$ cat config.mk
export PLATFORM = sky130hd
export DESIGN_NAME = nvwp_guard
export DESIGN_NICKNAME = d
export VERILOG_FILES = /design/src/rtl/nvwp_pkg.sv /design/src/rtl/nvwp_decode.sv /design/src/rtl/nvwp_flags.sv /design/src/rtl/nvwp_busy.sv /design/src/rtl/nvwp_guard.sv
export SDC_FILE = /design/constraint.sdc
export NUM_CORES = 1
export LEC_CHECK = 0
export BUFFER_PORTS_ARGS = -buffer_cell sky130_fd_sc_hd__clkbuf_2
export CAP_MARGIN = 20
export CORE_MARGIN = 2
export CORE_UTILIZATION = 35
export DETAILED_ROUTE_END_ITERATION = 10
export PLACE_DENSITY = 0.74
export SLEW_MARGIN = 15
export SYNTH_ARGS = -nofsm -noshare
export SYNTH_HDL_FRONTEND = slang
export SYNTH_SLANG_ARGS = --single-unit
export TNS_END_PERCENT = 1
$ cat constraint.sdc
create_clock -name clk -period 1.43 [get_ports clk]
set_input_delay 0.286 -clock clk [delete_from_list [all_inputs] [get_ports clk]]
set_output_delay 0.286 -clock clk [all_outputs]
set_load 0.01 [all_outputs]
$ cat src/rtl/nvwp_pkg.sv
package nvwp_pkg;
   localparam logic [3:0] NIB_ARRAY = 4'b1010;
   localparam logic [3:0] NIB_PROT  = 4'b0110;
   localparam logic [2:0] SEL_RSET  = 3'b001;
   localparam logic [2:0] SEL_RCLR  = 3'b011;

   typedef enum logic [2:0] {
      OP_NONE,
      OP_ARRAY,
      OP_PSET,
      OP_RSET,
      OP_RCLR
   } op_e;
endpackage

$ cat src/rtl/nvwp_decode.sv
module nvwp_decode
   import nvwp_pkg::*;
(
   input  logic [3:0] nib,
   input  logic [2:0] sel,
   input  logic       rd,
   input  logic [2:0] pin_lvl,
   input  logic       a0_hv,
   input  logic       wp_pin,
   input  logic       pswp,
   input  logic       rswp,
   input  logic       busy,
   output logic       ack_d,
   output op_e        arm_op
);
   always_comb begin
      ack_d  = 1'b0;
      arm_op = OP_NONE;
      if (!busy) begin
         if (nib == NIB_ARRAY) begin
            if (sel == pin_lvl) begin
               ack_d = 1'b1;
               if (!rd) arm_op = OP_ARRAY;
            end
         end else if (nib == NIB_PROT) begin
            if (a0_hv) begin
               if (sel == SEL_RSET && pin_lvl[2:1] == 2'b00) begin
                  ack_d = !rswp;
                  if (!rd && !rswp && !wp_pin) arm_op = OP_RSET;
               end else if (sel == SEL_RCLR && !rd && pin_lvl[2:1] == 2'b01) begin
                  ack_d = 1'b1;
                  if (rswp && !wp_pin) arm_op = OP_RCLR;
               end
            end else if (sel == pin_lvl) begin
               ack_d = !pswp;
               if (!rd && !pswp && !wp_pin) arm_op = OP_PSET;
            end
         end
      end
   end
endmodule

$ cat src/rtl/nvwp_flags.sv
module nvwp_flags
   import nvwp_pkg::*;
(
   input  logic clk,
   input  logic nv_init,
   input  logic commit,
   input  op_e  op,
   output logic pswp,
   output logic rswp
);
   // No soft reset here: these flops stand in for nonvolatile cells.
   always_ff @(posedge clk) begin
      if (nv_init) begin
         pswp <= 1'b0;
         rswp <= 1'b0;
      end else if (commit) begin
         case (op)
            OP_PSET: pswp <= 1'b1;
            OP_RSET: rswp <= 1'b1;
            OP_RCLR: rswp <= 1'b0;
            default: ;
         endcase
      end
   end
endmodule

$ cat src/rtl/nvwp_busy.sv
module nvwp_busy #(
   parameter int BUSY_CYCLES = 20
) (
   input  logic clk,
   input  logic rst_n,
   input  logic start,
   output logic busy
);
   localparam int CNT_W = $clog2(BUSY_CYCLES + 1);

   generate
      if (BUSY_CYCLES < 1) begin : g_bad
         $error("nvwp_busy: BUSY_CYCLES must be at least 1");
      end
   endgenerate

   logic [CNT_W-1:0] cnt_q;

   always_ff @(posedge clk or negedge rst_n) begin
      if (!rst_n)             cnt_q <= '0;
      else if (start)         cnt_q <= CNT_W'(BUSY_CYCLES);
      else if (cnt_q != '0)   cnt_q <= cnt_q - 1'b1;
   end

   assign busy = (cnt_q != '0);
endmodule

$ cat src/rtl/nvwp_guard.sv
module nvwp_guard
   import nvwp_pkg::*;
#(
   parameter int ADDR_W      = 8,
   parameter int BUSY_CYCLES = 20
) (
   input  logic              clk,
   input  logic              rst_n,
   input  logic              nv_init,
   input  logic              cmd_valid,
   input  logic [3:0]        cmd_nib,
   input  logic [2:0]        cmd_sel,
   input  logic              cmd_rd,
   input  logic [2:0]        pin_lvl,
   input  logic              a0_hv,
   input  logic              wp_pin,
   input  logic              wr_stop,
   input  logic [ADDR_W-1:0] probe_addr,
   output logic              ack_valid,
   output logic              ack_out,
   output logic              wr_allow
);
   localparam int TOP_BIT = ADDR_W - 1;

   generate
      if (ADDR_W < 2) begin : g_bad_w
         $error("nvwp_guard: ADDR_W must be at least 2");
      end
   endgenerate

   logic pswp, rswp, busy, ack_d, commit;
   op_e  arm_op, pend_q;

   nvwp_decode dec_i (
      .nib(cmd_nib), .sel(cmd_sel), .rd(cmd_rd), .pin_lvl(pin_lvl),
      .a0_hv(a0_hv), .wp_pin(wp_pin), .pswp(pswp), .rswp(rswp),
      .busy(busy), .ack_d(ack_d), .arm_op(arm_op)
   );

   // A write sequence is armed by its control byte and takes effect at its stop.
   always_ff @(posedge clk or negedge rst_n) begin
      if (!rst_n)         pend_q <= OP_NONE;
      else if (cmd_valid) pend_q <= arm_op;
      else if (wr_stop)   pend_q <= OP_NONE;
   end

   assign commit = wr_stop && (pend_q != OP_NONE);

   nvwp_flags flags_i (
      .clk(clk), .nv_init(nv_init), .commit(commit), .op(pend_q),
      .pswp(pswp), .rswp(rswp)
   );

   nvwp_busy #(.BUSY_CYCLES(BUSY_CYCLES)) busy_i (
      .clk(clk), .rst_n(rst_n), .start(commit), .busy(busy)
   );

   always_ff @(posedge clk or negedge rst_n) begin
      if (!rst_n) begin
         ack_valid <= 1'b0;
         ack_out   <= 1'b0;
      end else begin
         ack_valid <= cmd_valid;
         ack_out   <= cmd_valid && ack_d;
      end
   end

   assign wr_allow = !wp_pin && !(!probe_addr[TOP_BIT] && (pswp || rswp));
endmodule

==> results of run 1 <==
-- final timing paths --
path / endpoint / slack (ps) / cells past startpoint
setup / recovery: pend_q[0]$_DFFE_PN0P_ / -40 / 6
min in group asynchronous: busy_i.cnt_q[2]$_DFFE_PN0P_ / 410 / 2
setup reg to reg: pend_q[0]$_DFFE_PN0P_ / -40 / 6
hold reg to reg: flags_i.pswp$_SDFFE_PP0P_ / 510 / 2
max in group asynchronous: pend_q[0]$_DFFE_PN0P_ / 820 / 2
hold / removal: flags_i.rswp$_SDFFE_PP0P_ / 180 / 2
-- report_power, final --
group          switching, mW  leakage [nW]  internal [mW]  total (mW)
combinational          0.225         0.304          0.305       0.529
sequential            0.0948         0.144          0.416       0.510
clock                  0.106        0.0210          0.155       0.261
total                  0.426         0.469          0.875        1.30
-- cell families after synthesis --
kind of cell    count (synthesis)
xor+xnor                        4
compound gates                 14
simple gates                   46
fa+ha+maj                       2
flops                          12
buf+inv                         3
-- final cells by class --
cell class | count | area, sq um
fillers | 211 | 957
multi-input cells | 66 | 458
flip-flops and latches | 12 | 290
repair buffers | 30 | 175
clock buffers | 4 | 36.3
well taps | 27 | 33.8
inverters | 3 | 11.3
-- layer usage --
metal / vias up / global-route usage [%] / share of wire, % / wire (microns)
met2: 20 / 25.1 / 51 / 809
met4: 0 / 6.94 / 1.9 / 30
met1: 333 / 18.2 / 42 / 670
met3: 6 / 3.33 / 5.4 / 86
li1: 365 / - / - / -
met5: - / 0 / 0 / 0
-- metrics by stage --
step	hold WS, ps	setup WS [ps]	TNS [ps]	cell area, sq um	instances
2_1_floorplan	-9.59	21.3	0	756	81
3_3_place_gp	160	-23.5	-27.0	955	137
3_5_place_dp	164	-51.2	-96.6	955	137
4_1_cts	169	-52.3	-82.6	1000	142
5_1_grt	174	-168	-529	1000	142
6_report	176	-35.9	-35.9	1000	142
-- flip-flops by register name, summed over array words and instances, names as in the netlist --
signal and flops:
flags_i.rswp 1, pend_q 3, flags_i.pswp 1, ack_out 1, ack_valid 1, busy_i.cnt_q 5
-- repair_timing --
item / 4_1_cts / 5_1_grt
pin swaps: 0 / 3
hold buffers: 1 / 0
endpoints found under the hold margin: 10 / 0
endpoints found under the setup margin: 5 / 6
resized for setup: 1 / 2
setup buffers: 0 / 0
-- placed cells by master (no fill, tap or decap), drive strengths merged, types with 2 or more instances in the layout --
cell type	count
inv	3
nand2	10
or3	2
nor2	15
ha	2
dfxtp	2
clkbuf	25
a21oi	3
nor3	8
buf	8
o21ai	3
xor2	3
dfrtp	10
-- worst max-delay path: cells and delay by family, from the launching register on --
kind / cells / cell delay (ps)
simple gates: 2 / 610
flops: 1 / 390
compound gates: 2 / 180
fa+ha+maj: 1 / 140
buf+inv: 1 / 80
==> impl_metrics.tcl, run 1 <==
set metrics [dict create \
    synthXorXnorAreaFrac_pct 4.80 \
    synth_ff_type "dfrtp_1" \
    yosys_warnings 0 \
    syn_area_per_cell_sq_um 9.01 \
    fin_skew_ps 4.64 \
    wl_microns 1600 \
    cts_root_buffer "clkbuf_4" \
    initial_utilization_pct 37.2 \
    synthCells 81 \
    synthTopCellsByCount "nor2_1, dfrtp_1, nand2_1, nor3_1" \
    grt_pass1_vias 715 \
    ys_seq_area_share_pct 39.8 \
    fin_crit_sh_pct 103 \
    portBuffers 21 \
    leakage_nw 0.469 \
    vias_per_cell 5.10 \
    overflow 0 \
    worst_setup_path_end_kind "register" \
    core_area_sq_um 1960 \
    layout.nets 144 \
    path_clk_slew_ps 70 \
    muxShareOfSynthArea_pct 0 \
    critical_path.cell_chain "inv_2, ha_4, or4b_4, nor3_2, a31oi_1, o21ai_1" \
    layout-drive-gt1-share_pct 40.0 \
    cts.sinks 12 \
    clk_latency_ps 270 \
    std_cell_rows 16 \
    startpoint "busy_i.cnt_q[0]$_DFFE_PN0P_" \
    numCtsBuffers 3 \
    track_usage_pct 15.0 \
    fin_ws_ps -35.9 \
    htree_num_levels 1 \
    setup_viol 1 \
    fp.dieArea_sq_um 2470 \
    synth_compound_area_share_pct 14.4 \
    synth.most_common_cell "nor2_1" \
    hpwl_microns 1330 \
    ant_nets 0 \
    rr_startpoint "busy_i.cnt_q[0]$_DFFE_PN0P_" \
    tightest_slew_ps 407 \
    synth_nets 109 \
    diodes 0 \
    cpMaxStageDelayCell "or4b_4" \
    violations "setup timing" \
    status "finished, violations left" \
    pin_count 29 \
    fmax_mhz 682 \
    power.total_mw 1.30 \
    synth_top_area_share_pct 34.3 \
    cap_viol_max_count 0 \
    cp_slowest_stage_delay_ps 490 \
    wl_per_cell_microns 11.2 \
    final.min_clock_period_ps 1470 \
    drt_iter0_markers 2 \
    slew_headroom_pct 72.6 \
    place_congestion 0.819 \
    dieWidth_microns 49.7 \
    hp-start "nv_init" \
    dieHeight_microns 49.7 \
    crit_path_max_fanout 4 \
    maxSlewViolCount 0 \
    min_path_type "input pin to register" \
    area_growth_pct 37.7 \
    ys_ff_latch 12 \
    clk_path_buf_depth 2 \
    synthAdderAreaFrac_pct 3.43 \
    synthSimpleGateAreaFrac_pct 36.0 \
    drtPass1Iterations 4 \
    cp-start-kind "register" \
    antenna_found_initial 0 \
    synth-edff-count 0 \
    synth_top_area_cell "dfrtp_1" \
    grt_max_degree 11 \
    tritoncts "done" \
    drc_errors 0 \
    cp_data_arrival_time_ps 1660 \
    p_per_area_nw_per_um2 1290 \
    criticalPathCategory "register to register" \
    synth-async-reset-ratio_pct 83.3 \
    final_util_pct 51.2 \
    hold_viol 0 \
    yosys-top-cells-area "dfrtp_1, nor2_1, dfxtp_1, nand2_1, nor3_1" \
    vias 724 \
    ys_types 33 \
    cp.required_ps 1630 \
    synth_top_family_by_area "simple AND/OR/NAND/NOR gates" \
    rsz0062_at_grt "yes" \
    vdd_drop_max_mv 0.632 \
    grt_pass1_wl_microns 2900 \
    netlist_area_sq_um 729 \
]
Power figures use the tool's default switching activity.
==> run 2: changes to the inputs <==
REMOVE_ABC_BUFFERS = 1   (was not set)
==> impl_metrics.tcl, run 2 (synthesis results as in run 1) <==
set metrics [dict create \
    pin_count 29 \
    layout_common_cells "clkbuf_2, nor2_1, dfrtp_1, nand2_1, buf_4" \
    hold_viol 0 \
    top_register "busy_i.cnt_q" \
    whs_endpoint "flags_i.rswp$_SDFFE_PP0P_" \
    setup_viol 3 \
    cts.sinks 12 \
    numCtsBuffers 3 \
    holdPathStages 2 \
    post_cts_buffers 0 \
    regArea_sq_um 290 \
    p_per_area_nw_per_um2 1300 \
    place_congestion 0.793 \
    hpwl_microns 1330 \
    drc_errors 0 \
    worst_setup_path_end_kind "register" \
    fin_worst_hold_slack_ps 176 \
    layout.nets 144 \
    startpoint "busy_i.cnt_q[1]$_DFFE_PN0P_" \
    clk_path_buf_depth 2 \
    reg2regPathDepth 6 \
    rr_startpoint "busy_i.cnt_q[1]$_DFFE_PN0P_" \
    criticalPathCategory "register to register" \
    leakage_nw 0.470 \
    maxSlewViolCount 0 \
    clk_latency_ps 270 \
    drtPass1Iterations 4 \
    dieWidth_microns 49.7 \
    fin_crit_sh_pct 104 \
    area_growth_pct 38.1 \
    fp.dieArea_sq_um 2470 \
    grt_max_degree 11 \
    fin_skew_ps 1.06 \
    grt_pass1_vias 686 \
    core_area_sq_um 1960 \
    crit_path_max_fanout 4 \
    final_cells 142 \
    overflow 0 \
    num-fill-cells 209 \
    wl_per_cell_microns 11.9 \
    cp_data_arrival_time_ps 1680 \
    reg_top3 "busy_i.cnt_q x5, pend_q x3" \
    reg2reg_to "pend_q[0]$_DFFE_PN0P_" \
    cap_viol_max_count 0 \
    largest_reg_flops 5 \
    rsz0062_at_grt "yes" \
    tritoncts "done" \
    dieHeight_microns 49.7 \
    drt_iter0_markers 13 \
    slew_headroom_pct 72.7 \
    htree_num_levels 1 \
    multiInputGateArea_sq_um 460 \
    std_cell_rows 16 \
    cp-start-kind "register" \
    dp.cells 137 \
    final.min_clock_period_ps 1480 \
    track_usage_pct 14.8 \
    status "finished, violations left" \
    path_clk_slew_ps 70 \
    portBuffers 21 \
    cp.required_ps 1630 \
    cts_root_buffer "clkbuf_4" \
    initial_utilization_pct 37.2 \
    layout_commonest_cell "clkbuf_2" \
    wl_microns 1690 \
    layout-drive-gt1-share_pct 40.9 \
    vias 711 \
    power.total_mw 1.31 \
    final_util_pct 51.3 \
    tightest_slew_ps 405 \
    fin_ws_ps -50.6 \
    setup_tns_ps -65.0 \
    diodes 0 \
    hp-start "nv_init" \
    min_path_type "input pin to register" \
    grt_pass1_wl_microns 2770 \
    violations "setup timing" \
    ant_nets 0 \
    antenna_found_initial 0 \
    rrSetupSlack_ps -50 \
    fmax_mhz 675 \
    vdd_drop_max_mv 0.685 \
    vias_per_cell 5.01 \
]
run 2: worst max path at each step:
stage	cells past startpoint	slack, ps	end
detailed placement	6	-100	pend_q[0]$_DFFE_PN0P_
global route	6	-170	pend_q[0]$_DFFE_PN0P_
global placement	6	-60	pend_q[0]$_DFFE_PN0P_
CTS	6	-50	pend_q[0]$_DFFE_PN0P_
floorplan	6	-40	pend_q[0]$_DFFE_PN0P_
finish	6	-50	pend_q[0]$_DFFE_PN0P_
run 2: metal layers:
| metal | share of wire [%] | global-route usage [%] | up-vias |
|---|---|---|---|
| met5 | 0 | 0 | - |
| li1 | - | - | 365 |
| met1 | 41 | 15.3 | 327 |
| met4 | 0.42 | 2.78 | 0 |
| met2 | 54 | 28.2 | 17 |
| met3 | 5.0 | 5.45 | 2 |
run 2: what timing repair did:
item	4_1_cts	5_1_grt
hold buffers	1	0
endpoints found under the hold margin	10	0
pin swaps	1	3
setup endpoints to repair	6	7
resized for setup	6	4
run 2: layout make-up:
| class | count | area share [%] |
|---|---|---|
| clock buffers | 4 | 3.60 |
| inverters | 3 | 1.12 |
| multi-input cells | 66 | 45.7 |
| flip-flops and latches | 12 | 28.8 |
| well taps | 27 | 3.35 |
| repair buffers | 30 | 17.4 |
run 2: report_power, final:
group	internal, mW	total, mW	switching (mW)
sequential	0.415	0.515	0.0994
clock	0.155	0.265	0.111
combinational	0.304	0.533	0.228
run 2: metrics by stage:
stage / cell area [sq um] / setup slack (ps)
5_1_grt: 1010 / -172
6_report: 1010 / -50.6
3_5_place_dp: 928 / -101
4_1_cts: 1000 / -53.1
3_3_place_gp: 928 / -61.8
2_1_floorplan: 729 / -38.7
run 2: worst max-delay path, cell delays in order (launching register included):
cell and delay, ps:
dfrtp_1 390, inv_2 90, ha_4 140, or4b_4 500, nor3_2 120, a31oi_1 50, o21ai_1 120
==> run 3: changes to the inputs <==
CORE_UTILIZATION = 42   (was 35)
PLACE_DENSITY = 0.84   (was 0.74)
SYNTH_HIERARCHICAL = 1   (was not set)
==> impl_metrics.tcl, run 3 <==
set metrics [dict create \
    vias 747 \
    reg2regPathDepth 7 \
    slew_headroom_pct 74.1 \
    diodes 0 \
    dp.cells 141 \
    top_register "busy_i/cnt_q" \
    synthSimpleGateAreaFrac_pct 35.4 \
    cp_data_arrival_time_ps 1910 \
    whs_endpoint "ack_valid$_DFF_PN0_" \
    layout_common_cells "clkbuf_2, buf_4, dfrtp_1, nor2_1, nand2_1" \
    dr_wl_met2_microns 909 \
    cp-start-kind "register" \
    std_cell_rows 15 \
    criticalPathCategory "register to register" \
    fin_ws_ps -275 \
    wl_microns 1720 \
    holdPathStages 1 \
    ys_types 38 \
    portBuffers 21 \
    fp.dieArea_sq_um 2190 \
    grt_max_degree 11 \
    hpwl_microns 1380 \
    overflow 0 \
    dieHeight_microns 46.8 \
    synth.most_common_cell "dfrtp_1" \
    hold_viol 0 \
    wl_met1_microns 692 \
    cp_slowest_stage_delay_ps 530 \
    layout.nets 149 \
    track_usage_pct 19.4 \
    critical_path.cell_chain "inv_1, ha_1, or4b_4, nor3b_2, nand4_1, o21ai_1, and2_2" \
    rr_startpoint "busy_i/cnt_q[0]$_DFFE_PN0P_" \
    fin_skew_ps 7.78 \
    fmax_mhz 587 \
    synth_top_area_cell "dfrtp_1" \
    cts_root_buffer "clkbuf_4" \
    final_util_pct 62.5 \
    initial_utilization_pct 44.6 \
    synthAdderAreaFrac_pct 1.62 \
    synth_ff_type "dfrtp_1" \
    layout-drive-gt1-share_pct 43.0 \
    layout_commonest_cell "clkbuf_2" \
    yosys-top-cells-area "dfrtp_1, dfxtp_1, xnor2_1, nor2_1, nand4bb_4" \
    drt_iter0_markers 5 \
    setup_viol 8 \
    drc_errors 0 \
    netlist_area_sq_um 771 \
    wl_met3_microns 87 \
    rsz0062_at_grt "yes" \
    fin_worst_hold_slack_ps 215 \
    maxSlewViolCount 0 \
    violations "setup timing" \
    cp.required_ps 1640 \
    yosys_warnings 6 \
    cts.sinks 12 \
    ant_nets 0 \
    top_layer "met4" \
    reg_top3 "busy_i/cnt_q x5, pend_q x3" \
    muxShareOfSynthArea_pct 0 \
    synthTopCellsByCount "dfrtp_1, nor2_1, nand2_1, inv_1" \
    multiInputGateArea_sq_um 475 \
    p_per_area_nw_per_um2 1130 \
    num-fill-cells 164 \
    path_clk_slew_ps 80 \
    clk_path_buf_depth 2 \
    synth_compound_area_share_pct 16.9 \
    core_area_sq_um 1730 \
    reg2reg_to "ack_out$_DFF_PN0_" \
    min_path_type "input pin to register" \
    worst_setup_path_end_kind "register" \
    pin_count 29 \
    clk_latency_ps 270 \
    status "finished, violations left" \
    htree_num_levels 1 \
    leakage_nw 0.493 \
    place_congestion 0.760 \
    antenna_found_initial 0 \
    vdd_drop_max_mv 0.599 \
    final_cells 146 \
    area_growth_pct 40.1 \
    cap_viol_max_count 0 \
    final.min_clock_period_ps 1700 \
    wl_per_cell_microns 11.7 \
    synthXorXnorAreaFrac_pct 4.55 \
    synth-edff-count 0 \
    cpMaxStageDelayCell "or4b_4" \
    drtPass1Iterations 4 \
    fin_crit_sh_pct 119 \
    rrSetupSlack_ps -270 \
    synth_top_area_share_pct 32.5 \
    synth-async-reset-ratio_pct 83.3 \
    syn_area_per_cell_sq_um 9.52 \
    crit_path_max_fanout 5 \
    hp-start "cmd_valid" \
    synth_top_family_by_area "simple AND/OR/NAND/NOR gates" \
    grt_pass1_vias 760 \
    ys_seq_area_share_pct 37.7 \
    place_ws_ps -270 \
    tightest_slew_ps 387 \
    largest_reg_flops 5 \
    numCtsBuffers 3 \
    tritoncts "done" \
    vias_per_cell 5.12 \
    ys_ff_latch 12 \
    synthCells 81 \
    grt_pass1_wl_microns 2960 \
    regArea_sq_um 290 \
    dieWidth_microns 46.8 \
]
-- run 3: changes by cell type in the layout (fill, tap and decap cells not counted), sizes merged, moves of 4 or more --
cell	before	now
nor2	15	8
nor3	8	1
nand2b	0	4
buf	9	16
-- run 3: repair_timing --
item | in CTS | in global routing
setup buffers | 0 | 0
setup endpoints to repair | 9 | 10
pin swaps | 1 | 2
endpoints found under the hold margin | 10 | 0
gates resized for setup | 3 | 3
hold buffers | 1 | 0
-- run 3: cell type report --
class / count / area share (%)
Multi-Input combinational cell: 63 / 44.0
Clock buffer: 4 / 3.36
Sequential cell: 12 / 26.9
Tap cell: 25 / 2.90
Inverter: 5 / 1.74
Timing Repair Buffer: 37 / 21.1
-- run 3: stage by stage --
stage          total power, mW  TNS [ps]  cell area, sq um
6_report                  1.22     -1170              1080
5_1_grt                   1.31     -1810              1080
4_1_cts                   1.20     -1350              1070
3_5_place_dp             0.923     -1290              1010
3_3_place_gp             0.894     -1010              1010
2_1_floorplan            0.698      -850               759
-- run 3: worst max path at each step --
stage	start	endpoint	depth (start not counted)
2_1_floorplan	busy_i/cnt_q[0]$_DFFE_PN0P_	ack_out$_DFF_PN0_	7
3_3_place_gp	busy_i/cnt_q[0]$_DFFE_PN0P_	ack_out$_DFF_PN0_	7
3_5_place_dp	busy_i/cnt_q[0]$_DFFE_PN0P_	ack_out$_DFF_PN0_	7
4_1_cts	busy_i/cnt_q[0]$_DFFE_PN0P_	ack_out$_DFF_PN0_	7
5_1_grt	busy_i/cnt_q[0]$_DFFE_PN0P_	ack_out$_DFF_PN0_	7
6_report	busy_i/cnt_q[0]$_DFFE_PN0P_	ack_out$_DFF_PN0_	7
-- run 3: cell families (layout without fill, tap and decap cells) --
family	after synthesis	after routing
buf+inv	6	46
xor+xnor	4	4
compound gates	17	17
flops	12	12
simple gates	41	41
fa+ha+maj	1	1
-- run 3: critical path: cells and delay by family (launching register included) --
kind | cells | cell delay, ps
adder cells (fa/ha/maj) | 1 | 150
AND/OR/NAND/NOR | 4 | 970
flip-flops | 1 | 380
buffers and inverters | 1 | 60
AO/OA/AOI/OAI | 1 | 90
-- run 3: metal layers --
layer | track usage [%] | vias to the layer above
met4 | 10.0 | 0
met2 | 35.3 | 25
met5 | 0 | -
met1 | 21.9 | 348
met3 | 2.31 | 2
li1 | - | 372
-- run 3: report_power, final --
part           total [mW]  internal (mW)  switching, mW
sequential          0.431          0.401         0.0302
combinational       0.520          0.289          0.230
clock               0.267          0.154          0.112
